File: config.mk
export PLATFORM = sky130hd
export DESIGN_NAME = wr_coh_ctrl
export DESIGN_NICKNAME = d
export VERILOG_FILES = /design/src/rtl/wcc_pkg.sv /design/src/rtl/wcc_decode.sv /design/src/rtl/wcc_seq.sv /design/src/rtl/wcc_line_reg.sv /design/src/rtl/wr_coh_ctrl.sv
export SDC_FILE = /design/constraint.sdc
export NUM_CORES = 1
export LEC_CHECK = 0
export BUFFER_PORTS_ARGS = -buffer_cell sky130_fd_sc_hd__buf_4
export CORE_ASPECT_RATIO = 0.75
export CORE_MARGIN = 2
export CORE_UTILIZATION = 45
export DETAILED_ROUTE_END_ITERATION = 6
export GPL_ROUTABILITY_DRIVEN = 0
export PLACE_DENSITY = 0.7
export REMOVE_ABC_BUFFERS = 1
export SYNTH_ARGS = -nofsm -noshare
export SYNTH_HDL_FRONTEND = slang
export SYNTH_HIERARCHICAL = 1
export SYNTH_SLANG_ARGS = --single-unit
File: constraint.sdc
create_clock -name clk -period 1.9 [get_ports clk]
set_input_delay 0.38 -clock clk [delete_from_list [all_inputs] [get_ports clk]]
set_output_delay 0.38 -clock clk [all_outputs]
set_load 0.01 [all_outputs]
File: src/rtl/wcc_pkg.sv
// Shared types for the write-cycle coherency controller.
// Assumes a single line; state codes are visible on the top ports.
package wcc_pkg;

    localparam int ST_W = 2;

    typedef enum logic [ST_W-1:0] {
        ST_I = 2'b00,
        ST_S = 2'b01,
        ST_E = 2'b10,
        ST_M = 2'b11
    } mesi_t;

    typedef enum logic [1:0] {
        PH_IDLE  = 2'b00,
        PH_MEM   = 2'b01,
        PH_ALLOC = 2'b10
    } phase_t;

    typedef struct packed {
        logic lock;
        logic pwt;
        logic pcd;
        logic mem_wt;
        logic ken;
        logic mem_ro;
        logic force_m;
    } wattr_t;

    typedef struct packed {
        mesi_t nxt;
        logic  nxt_ro;
        logic  wthru;
        logic  sram_upd;
        logic  alloc;
        mesi_t alloc_st;
        logic  alloc_ro;
    } wplan_t;

endpackage

File: src/rtl/wcc_decode.sv
// Purely combinational decision for one write: from the stored state,
// read-only bit and the write attributes it produces the next state,
// the SRAM/write-through actions and any allocation outcome.
// Assumes it is only consulted when a write is being accepted.
module wcc_decode
    import wcc_pkg::*;
(
    input  mesi_t  cur_st,
    input  logic   cur_ro,
    input  wattr_t attr,
    output wplan_t plan
);

    logic no_alloc;
    logic s_plain;

    // Conditions that block allocation and that keep a shared line shared.
    always_comb begin
        no_alloc = attr.pcd | ~attr.ken | attr.pwt | attr.lock;
        s_plain  = ~(attr.pwt | attr.mem_wt | attr.lock);
    end

    // Per-state decision table.
    always_comb begin
        plan          = '0;
        plan.nxt      = cur_st;
        plan.nxt_ro   = cur_ro;
        plan.alloc_st = ST_I;
        unique case (cur_st)
            ST_M: begin
                plan.sram_upd = 1'b1;
                plan.wthru    = attr.lock;
            end
            ST_E: begin
                plan.sram_upd = 1'b1;
                plan.wthru    = attr.lock;
                plan.nxt      = attr.lock ? ST_E : ST_M;
            end
            ST_S: begin
                plan.wthru    = 1'b1;
                plan.sram_upd = ~cur_ro;
                if (!cur_ro && s_plain)
                    plan.nxt = attr.force_m ? ST_M : ST_E;
            end
            default: begin
                plan.wthru = 1'b1;
                plan.alloc = ~no_alloc;
                if (attr.mem_ro) begin
                    plan.alloc_st = ST_S;
                    plan.alloc_ro = 1'b1;
                end else if (attr.mem_wt) begin
                    plan.alloc_st = ST_S;
                end else begin
                    plan.alloc_st = attr.force_m ? ST_M : ST_E;
                end
            end
        endcase
    end

endmodule

File: src/rtl/wcc_seq.sv
// Sequencer: accepts a write, holds its plan while the memory-bus
// write-through and any allocation are outstanding, and emits the
// commit strobe for the line register. Assumes done inputs are only
// meaningful while the matching request is high.
module wcc_seq
    import wcc_pkg::*;
(
    input  logic   clk,
    input  logic   rst_n,
    input  logic   wr_valid,
    input  wplan_t plan,
    input  logic   mem_wr_done,
    input  logic   alloc_done,
    output logic   wr_ready,
    output logic   sram_wr,
    output logic   mem_wr_req,
    output logic   alloc_req,
    output logic   commit_en,
    output mesi_t  commit_st,
    output logic   commit_ro
);

    phase_t ph_q;
    wplan_t held_q;
    logic   sram_q;
    logic   accept;

    assign wr_ready   = (ph_q == PH_IDLE);
    assign accept     = wr_valid && wr_ready;
    assign mem_wr_req = (ph_q == PH_MEM);
    assign alloc_req  = (ph_q == PH_ALLOC);
    assign sram_wr    = sram_q;

    // Select what is written into the line register this cycle.
    always_comb begin
        commit_en = 1'b0;
        commit_st = ST_I;
        commit_ro = 1'b0;
        unique case (ph_q)
            PH_IDLE: if (accept && !plan.wthru) begin
                commit_en = 1'b1;
                commit_st = plan.nxt;
                commit_ro = plan.nxt_ro;
            end
            PH_MEM: if (mem_wr_done) begin
                commit_en = 1'b1;
                commit_st = held_q.nxt;
                commit_ro = held_q.nxt_ro;
            end
            PH_ALLOC: if (alloc_done) begin
                commit_en = 1'b1;
                commit_st = held_q.alloc_st;
                commit_ro = held_q.alloc_ro;
            end
            default: ;
        endcase
    end

    // Phase, held plan and SRAM strobe registers.
    always_ff @(posedge clk) begin
        if (!rst_n) begin
            ph_q   <= PH_IDLE;
            held_q <= '0;
            sram_q <= 1'b0;
        end else begin
            sram_q <= accept && plan.sram_upd;
            unique case (ph_q)
                PH_IDLE: if (accept && plan.wthru) begin
                    ph_q   <= PH_MEM;
                    held_q <= plan;
                end
                PH_MEM: if (mem_wr_done)
                    ph_q <= held_q.alloc ? PH_ALLOC : PH_IDLE;
                PH_ALLOC: if (alloc_done)
                    ph_q <= PH_IDLE;
                default: ph_q <= PH_IDLE;
            endcase
        end
    end

endmodule

File: src/rtl/wcc_line_reg.sv
// Stored MESI state and read-only tag of the line, plus the
// write-back hint derived from it. Written only on commit.
module wcc_line_reg
    import wcc_pkg::*;
(
    input  logic  clk,
    input  logic  rst_n,
    input  logic  commit_en,
    input  mesi_t commit_st,
    input  logic  commit_ro,
    output mesi_t st,
    output logic  ro,
    output logic  wb_hint
);

    // Line state register.
    always_ff @(posedge clk) begin
        if (!rst_n) begin
            st <= ST_I;
            ro <= 1'b0;
        end else if (commit_en) begin
            st <= commit_st;
            ro <= commit_ro;
        end
    end

    // Write-back permitted only for owned lines.
    always_comb wb_hint = (st == ST_M) || (st == ST_E);

endmodule

File: src/rtl/wr_coh_ctrl.sv
// Top of the write-cycle coherency controller for one cache line.
// Packs the attribute pins, decodes the write against the stored
// state and sequences write-through and allocation handshakes.
module wr_coh_ctrl
    import wcc_pkg::*;
(
    input  logic       clk,
    input  logic       rst_n,
    input  logic       wr_valid,
    input  logic       wr_lock,
    input  logic       wr_pwt,
    input  logic       wr_pcd,
    input  logic       mem_wt,
    input  logic       mem_ken,
    input  logic       mem_ro,
    input  logic       mem_force_m,
    input  logic       mem_wr_done,
    input  logic       alloc_done,
    output logic       wr_ready,
    output logic       sram_wr,
    output logic       mem_wr_req,
    output logic       alloc_req,
    output logic       wb_hint,
    output logic [1:0] line_state,
    output logic       line_ro
);

    wattr_t attr;
    wplan_t plan;
    mesi_t  st;
    logic   ro;
    logic   commit_en;
    mesi_t  commit_st;
    logic   commit_ro;

    // Gather the attribute pins into one bundle.
    always_comb begin
        attr.lock    = wr_lock;
        attr.pwt     = wr_pwt;
        attr.pcd     = wr_pcd;
        attr.mem_wt  = mem_wt;
        attr.ken     = mem_ken;
        attr.mem_ro  = mem_ro;
        attr.force_m = mem_force_m;
    end

    wcc_decode u_dec (
        .cur_st (st),
        .cur_ro (ro),
        .attr   (attr),
        .plan   (plan)
    );

    wcc_seq u_seq (
        .clk         (clk),
        .rst_n       (rst_n),
        .wr_valid    (wr_valid),
        .plan        (plan),
        .mem_wr_done (mem_wr_done),
        .alloc_done  (alloc_done),
        .wr_ready    (wr_ready),
        .sram_wr     (sram_wr),
        .mem_wr_req  (mem_wr_req),
        .alloc_req   (alloc_req),
        .commit_en   (commit_en),
        .commit_st   (commit_st),
        .commit_ro   (commit_ro)
    );

    wcc_line_reg u_line (
        .clk       (clk),
        .rst_n     (rst_n),
        .commit_en (commit_en),
        .commit_st (commit_st),
        .commit_ro (commit_ro),
        .st        (st),
        .ro        (ro),
        .wb_hint   (wb_hint)
    );

    assign line_state = st;
    assign line_ro    = ro;

endmodule

==> flow_metrics.env, run 1 <==
export IMPL_status="complete, no violations"
export IMPL_synth_top_area_frac=0.308
export IMPL_placed_area_sq_um=1000
export IMPL_tightest_slew_ps=394
export IMPL_dp_worst_setup_slack_ps=47.9
export IMPL_yosysSeqAreaShare=0.308
export IMPL_ctsHtreeMaxLevel=1
export IMPL_synthAdderAreaFrac=0.0593
export IMPL_die_h_um=41.5
export IMPL_cts_root_buf="clkbuf_4"
export IMPL_synthFlopType="dfxtp_1"
export IMPL_vdd_drop_max_uv=484
export IMPL_holdPathStages=2
export IMPL_critPathArrivalTime_ps=1990
export IMPL_max_freq_mhz=551
export IMPL_drc=0
export IMPL_die_w_um=54.0
export IMPL_synth_mux_area_frac=0.119
export IMPL_filler_cell_count=158
export IMPL_row_count=13
export IMPL_synth_edf_count=0
export IMPL_synth_top_cell_by_area="dfxtp_1"
export IMPL_critPathLaunch="u_line/st[0]"
export IMPL_worst_setup_path_type="reg2reg"
export IMPL_synth_top_family_by_area="simple AND/OR/NAND/NOR gates"
export IMPL_cp_top_family="simple AND/OR/NAND/NOR gates"
export IMPL_cp_depth=8
export IMPL_crit_chain="buf_4 > ha_2 > nor2_2 > or2_4 > nor4b_4 > a211o_1 > mux2i_1 > nor2b_1"
export IMPL_cts_buffers=3
export IMPL_worst_setup_path_start_kind="flop"
export IMPL_pin_count=20
export IMPL_synthXorXnorAreaFrac=0
export IMPL_synth_compound_area_share=0.116
export IMPL_crit_path_max_incr_delay_ps=370
export IMPL_start_util=0.481
export IMPL_track_usage=0.182
export IMPL_r2r_start="u_line/st[0]"
export IMPL_drive_gt1_frac=0.398
export IMPL_dieArea_sq_um=2240
export IMPL_avgSynthCellArea_sq_um=9.49
export IMPL_slew_viol_final=0
export IMPL_clk_pin_slew_ps=90
export IMPL_postCtsHoldBufs=0
export IMPL_cp_max_fo=4
export IMPL_grt_max_degree=22
export IMPL_wl_um=1990
export IMPL_hpwl_um=1460
export IMPL_drtIter0Drc=17
export IMPL_postLayoutCellArea_sq_um=1080
export IMPL_synth_cell_types=35
export IMPL_maxCapViolCount=0
export IMPL_antenna_found_initial=0
export IMPL_ant_nets=0
export IMPL_cp_num_buf_inv=1
export IMPL_synth_area_sq_um=845
export IMPL_hold_start="wr_valid"
export IMPL_period_share=0.955
export IMPL_critPathCaptureType="flop"
export IMPL_finalHoldViolations=0
export IMPL_layout_nets=130
export IMPL_clk_latency_ps=280
export IMPL_area_growth_syn_to_layout_pct=27.7
export IMPL_ys_warnings_count=6
export IMPL_synthSimpleGateAreaFrac=0.339
export IMPL_powerDensity_nw_per_um2=494
export IMPL_setup_violations_final=0
export IMPL_grt_pass1_vias=625
export IMPL_grt_overflow_total=0
export IMPL_p_total_mw=0.533
export IMPL_postSynthCellCount=89
export IMPL_layout_setup_ws_ps=85.7
export IMPL_core_area_sq_um=1760
export IMPL_worst_ep_required_time_ps=2080
export IMPL_p_leak_nw=0.443
export IMPL_fin_skew_ps=10.7
export IMPL_hp_class="in2reg"
export IMPL_grt_pass1_wl_um=2930
export IMPL_rr_worst_depth=8
export IMPL_synth_area_top_cells="dfxtp_1, mux2i_1, nand2_1"
export IMPL_cts_tree="yes"
export IMPL_portBuffers=19
export IMPL_synth_seq_cells=13
export IMPL_clkSinkCount=13
export IMPL_num_antenna_cells=0
export IMPL_slew_headroom=0.737
export IMPL_critPathSlowestCell="dfxtp_4"
export IMPL_via_count=723
export IMPL_fin_crit_ps=1810
export IMPL_routed_via_density=5.36
export IMPL_clockBufferDepth=2
export IMPL_wl_per_cell_um=14.7
export IMPL_synthArstFlopShare=0
export IMPL_first_pass_iters=4
[placed cells by master, fill, tap and decap left out, drive strengths merged, types with 3 or more instances in the layout]
cell and instances:
nand2 16, nor2 4, buf 26, dfxtp 13
mux2i 10, nor2b 5, clkbuf 4, a221o 3
and4b 3, ha 4
[power by group]
part | switching (mW) | internal [mW] | leakage, nW
logic | 0.0354 | 0.0411 | 0.321
registers | 0.00725 | 0.277 | 0.107
clock network | 0.0909 | 0.0814 | 0.0150
[kinds of logic after synthesis]
| group | Yosys count |
|---|---|
| AO/OA/AOI/OAI | 11 |
| AND/OR/NAND/NOR | 43 |
| flip-flops | 13 |
| multiplexers | 10 |
| adder cells (fa/ha/maj) | 4 |
| buffers and inverters | 8 |
[cells in the mapped netlist, types with 2 or more instances]
cell,number
dfxtp_1,13
nor2_1,4
o21a_1,2
inv_1,2
mux2i_1,10
and4b_2,2
nor2b_1,5
ha_1,4
clkbuf_1,2
nor3b_1,2
buf_6,2
a221o_1,3
nand2_1,16
[final timing paths]
kind         slack, ps               to
max                 90        u_line/ro
min                380    u_seq/sram_wr
max reg2reg         90        u_line/ro
min reg2reg        470  u_seq/held_q[0]
[per-stage QoR]
step | util | setup TNS, ps | cells | hold WS (ps)
CTS | 0.585 | 0 | 132 | 373
finish | 0.614 | 0 | 135 | 381
detailed placement | 0.571 | 0 | 128 | 450
global placement | 0.571 | 0 | 128 | 445
global route | 0.614 | -45.6 | 135 | 375
floorplan | - | -1630 | 83 | 431
[sequential cells by signal, summed over array words and instances, names as in the netlist]
| register | count |
|---|---|
| u_line/st | 2 |
| u_seq/held_q | 7 |
| u_seq/sram_wr | 1 |
| u_line/ro | 1 |
| u_seq/ph_q | 2 |
[timing repair]
| action | CTS | global route |
|---|---|---|
| endpoints found under the setup margin | 0 | 3 |
| gates resized for setup | 0 | 10 |
| endpoints found under the hold margin | 0 | 0 |
| setup buffers | 0 | 3 |
[cell type report]
class                   count  area (sq um)  share of cell area
multi-input cells          68           557               0.516
flip-flops and latches     13           265               0.246
inverters                   2          7.51             0.00696
well taps                  22          27.5              0.0255
repair buffers             26           195               0.181
clock buffers               4          26.3              0.0244
[routing by layer]
metal  GRT usage  vias to the layer above  share of wire
met5           0                        -              0
met2       0.276                       20           0.48
met3      0.0647                        2          0.048
met4      0.0300                        0         0.0045
met1       0.252                      332           0.47
li1            -                      369              -
Power figures use the tool's default switching activity.
==> run 2, diff against run 1 <==
- clock period: 1.9 -> 1.8 ns (I/O delays scaled with it)
==> flow_metrics.env, run 2 (synthesis gave the netlist of run 1 again) <==
export IMPL_filler_cell_count=163
export IMPL_max_freq_mhz=587
export IMPL_finalHoldViolations=0
export IMPL_r2r_start="u_line/st[0]"
export IMPL_worst_setup_path_type="reg2reg"
export IMPL_hpwl_um=1440
export IMPL_area_growth_syn_to_layout_pct=29.6
export IMPL_grt_overflow_total=0
export IMPL_die_w_um=54.0
export IMPL_track_usage=0.186
export IMPL_postCtsHoldBufs=0
export IMPL_clockBufferDepth=2
export IMPL_clkSinkCount=13
export IMPL_via_count=707
export IMPL_final_cell_mix="buf_4, nand2_1, dfxtp_1"
export IMPL_top_regs="u_seq/held_q: 7 flops, u_line/st: 2 flops, u_seq/ph_q: 2 flops"
export IMPL_rsz0062_at_grt="true"
export IMPL_maxCapViolCount=0
export IMPL_fin_crit_ps=1700
export IMPL_slew_viol_final=0
export IMPL_wl_per_cell_um=14.2
export IMPL_p_leak_nw=0.441
export IMPL_pin_count=20
export IMPL_grt_use_met3=0.0863
export IMPL_worst_setup_path_start_kind="flop"
export IMPL_clk_latency_ps=280
export IMPL_critPathCaptureType="flop"
export IMPL_core_area_sq_um=1760
export IMPL_placed_area_sq_um=1000
export IMPL_die_h_um=41.5
export IMPL_ctsHtreeMaxLevel=1
export IMPL_tightest_slew_ps=378
export IMPL_row_count=13
export IMPL_cp_endpoint="u_line/ro"
export IMPL_reg2reg_to="u_line/ro"
export IMPL_cp_depth=8
export IMPL_rr_worst_depth=8
export IMPL_p_total_mw=0.561
export IMPL_routed_via_density=5.32
export IMPL_dieArea_sq_um=2240
export IMPL_top_usage_layer="met2"
export IMPL_cp_top_family="simple AND/OR/NAND/NOR gates"
export IMPL_fin_skew_ps=2.30
export IMPL_crit_path_max_incr_delay_ps=370
export IMPL_ant_nets=0
export IMPL_critPathSlowestCell="dfxtp_4"
export IMPL_drive_gt1_frac=0.396
export IMPL_crit_chain="inv_4 > ha_4 > nor2_4 > or2_4 > nor4b_4 > a211o_1 > mux2i_1 > nor2b_1"
export IMPL_gr_usage_met2=0.280
export IMPL_antenna_found_initial=0
export IMPL_worst_ep_required_time_ps=1980
export IMPL_grt_max_degree=22
export IMPL_setup_violations_final=0
export IMPL_cts_root_buf="clkbuf_4"
export IMPL_cts_tree="yes"
export IMPL_grt_pass1_wl_um=2950
export IMPL_slew_headroom=0.748
export IMPL_drc=0
export IMPL_regArea_sq_um=268
export IMPL_hp_class="in2reg"
export IMPL_critPathLaunch="u_line/st[0]"
export IMPL_layout_nets=128
export IMPL_r2r_setup_slack_ps=100
export IMPL_clk_pin_slew_ps=80
export IMPL_wl_um=1890
export IMPL_status="complete, no violations"
export IMPL_largest_reg_flops=7
export IMPL_multi_input_area_sq_um=582
export IMPL_start_util=0.481
export IMPL_drtIter0Drc=13
export IMPL_regMostFlops="u_seq/held_q"
export IMPL_powerDensity_nw_per_um2=512
export IMPL_cts_buffers=3
export IMPL_first_pass_iters=4
export IMPL_num_antenna_cells=0
export IMPL_grt_pass1_vias=671
export IMPL_met1_usage=0.253
export IMPL_layout_commonest_cell="buf_4"
export IMPL_portBuffers=19
export IMPL_cp_max_fo=4
export IMPL_vdd_drop_max_uv=516
export IMPL_critPathArrivalTime_ps=1880
export IMPL_cp_num_buf_inv=1
export IMPL_period_share=0.946
export IMPL_hold_start="wr_pcd"
export IMPL_postLayoutCellArea_sq_um=1090
## run 2: metal layers
layer | up-vias | part of all wire
li1 | 362 | -
met1 | 328 | 0.47
met2 | 17 | 0.48
met3 | 0 | 0.051
met4 | 0 | 0
met5 | - | 0
## run 2: worst min-delay path by stage
stage	end	cells after the start
floorplan	u_seq/held_q[1]	2
global placement	u_seq/held_q[7]	2
detailed placement	u_seq/held_q[7]	2
CTS	u_seq/held_q[3]	4
global route	u_seq/sram_wr	2
finish	u_seq/held_q[3]	4
## run 2: per-stage QoR
stage          hold slack, ps  utilization  TNS [ps]  worst slack [ps]  cells
2_1_floorplan             431            -     -2690              -308     83
3_3_place_gp              447        0.571     -25.2             -25.2    128
3_5_place_dp              454        0.571      -178             -65.1    128
4_1_cts                   352        0.593         0              3.02    133
5_1_grt                   348        0.623     -22.5             -21.1    133
6_report                  348        0.623         0              97.2    133
## run 2: worst register-to-register path: cells and delay by family (launching register included)
family,cells,cell delay (ps)
muxes,1,220
AOI/OAI and AO/OA,1,230
buffers and inverters,1,80
DFF,1,370
adders and majority gates,1,140
and+or+nand+nor,4,560
## run 2: final cells by class
| cell class | count | area share |
|---|---|---|
| clock inverter | 1 | 0.00457 |
| tap | 22 | 0.0251 |
| sequential | 13 | 0.245 |
| timing repair buffer | 24 | 0.165 |
| multi-input combinational | 68 | 0.531 |
| clock buffer | 3 | 0.0206 |
| inverter | 2 | 0.00914 |
## run 2: repair_timing
action,in CTS,in global routing
cloned,0,0
resized for setup,4,11
hold endpoints to repair,0,0
endpoints found under the setup margin,3,3
setup buffers,1,0
pin swaps,3,6
## run 2: report_power, final
group	switching (mW)	leakage [nW]	internal, mW	total, mW
sequential	0.00781	0.107	0.291	0.299
combinational	0.0355	0.316	0.0437	0.0793
clock	0.100	0.0177	0.0826	0.183
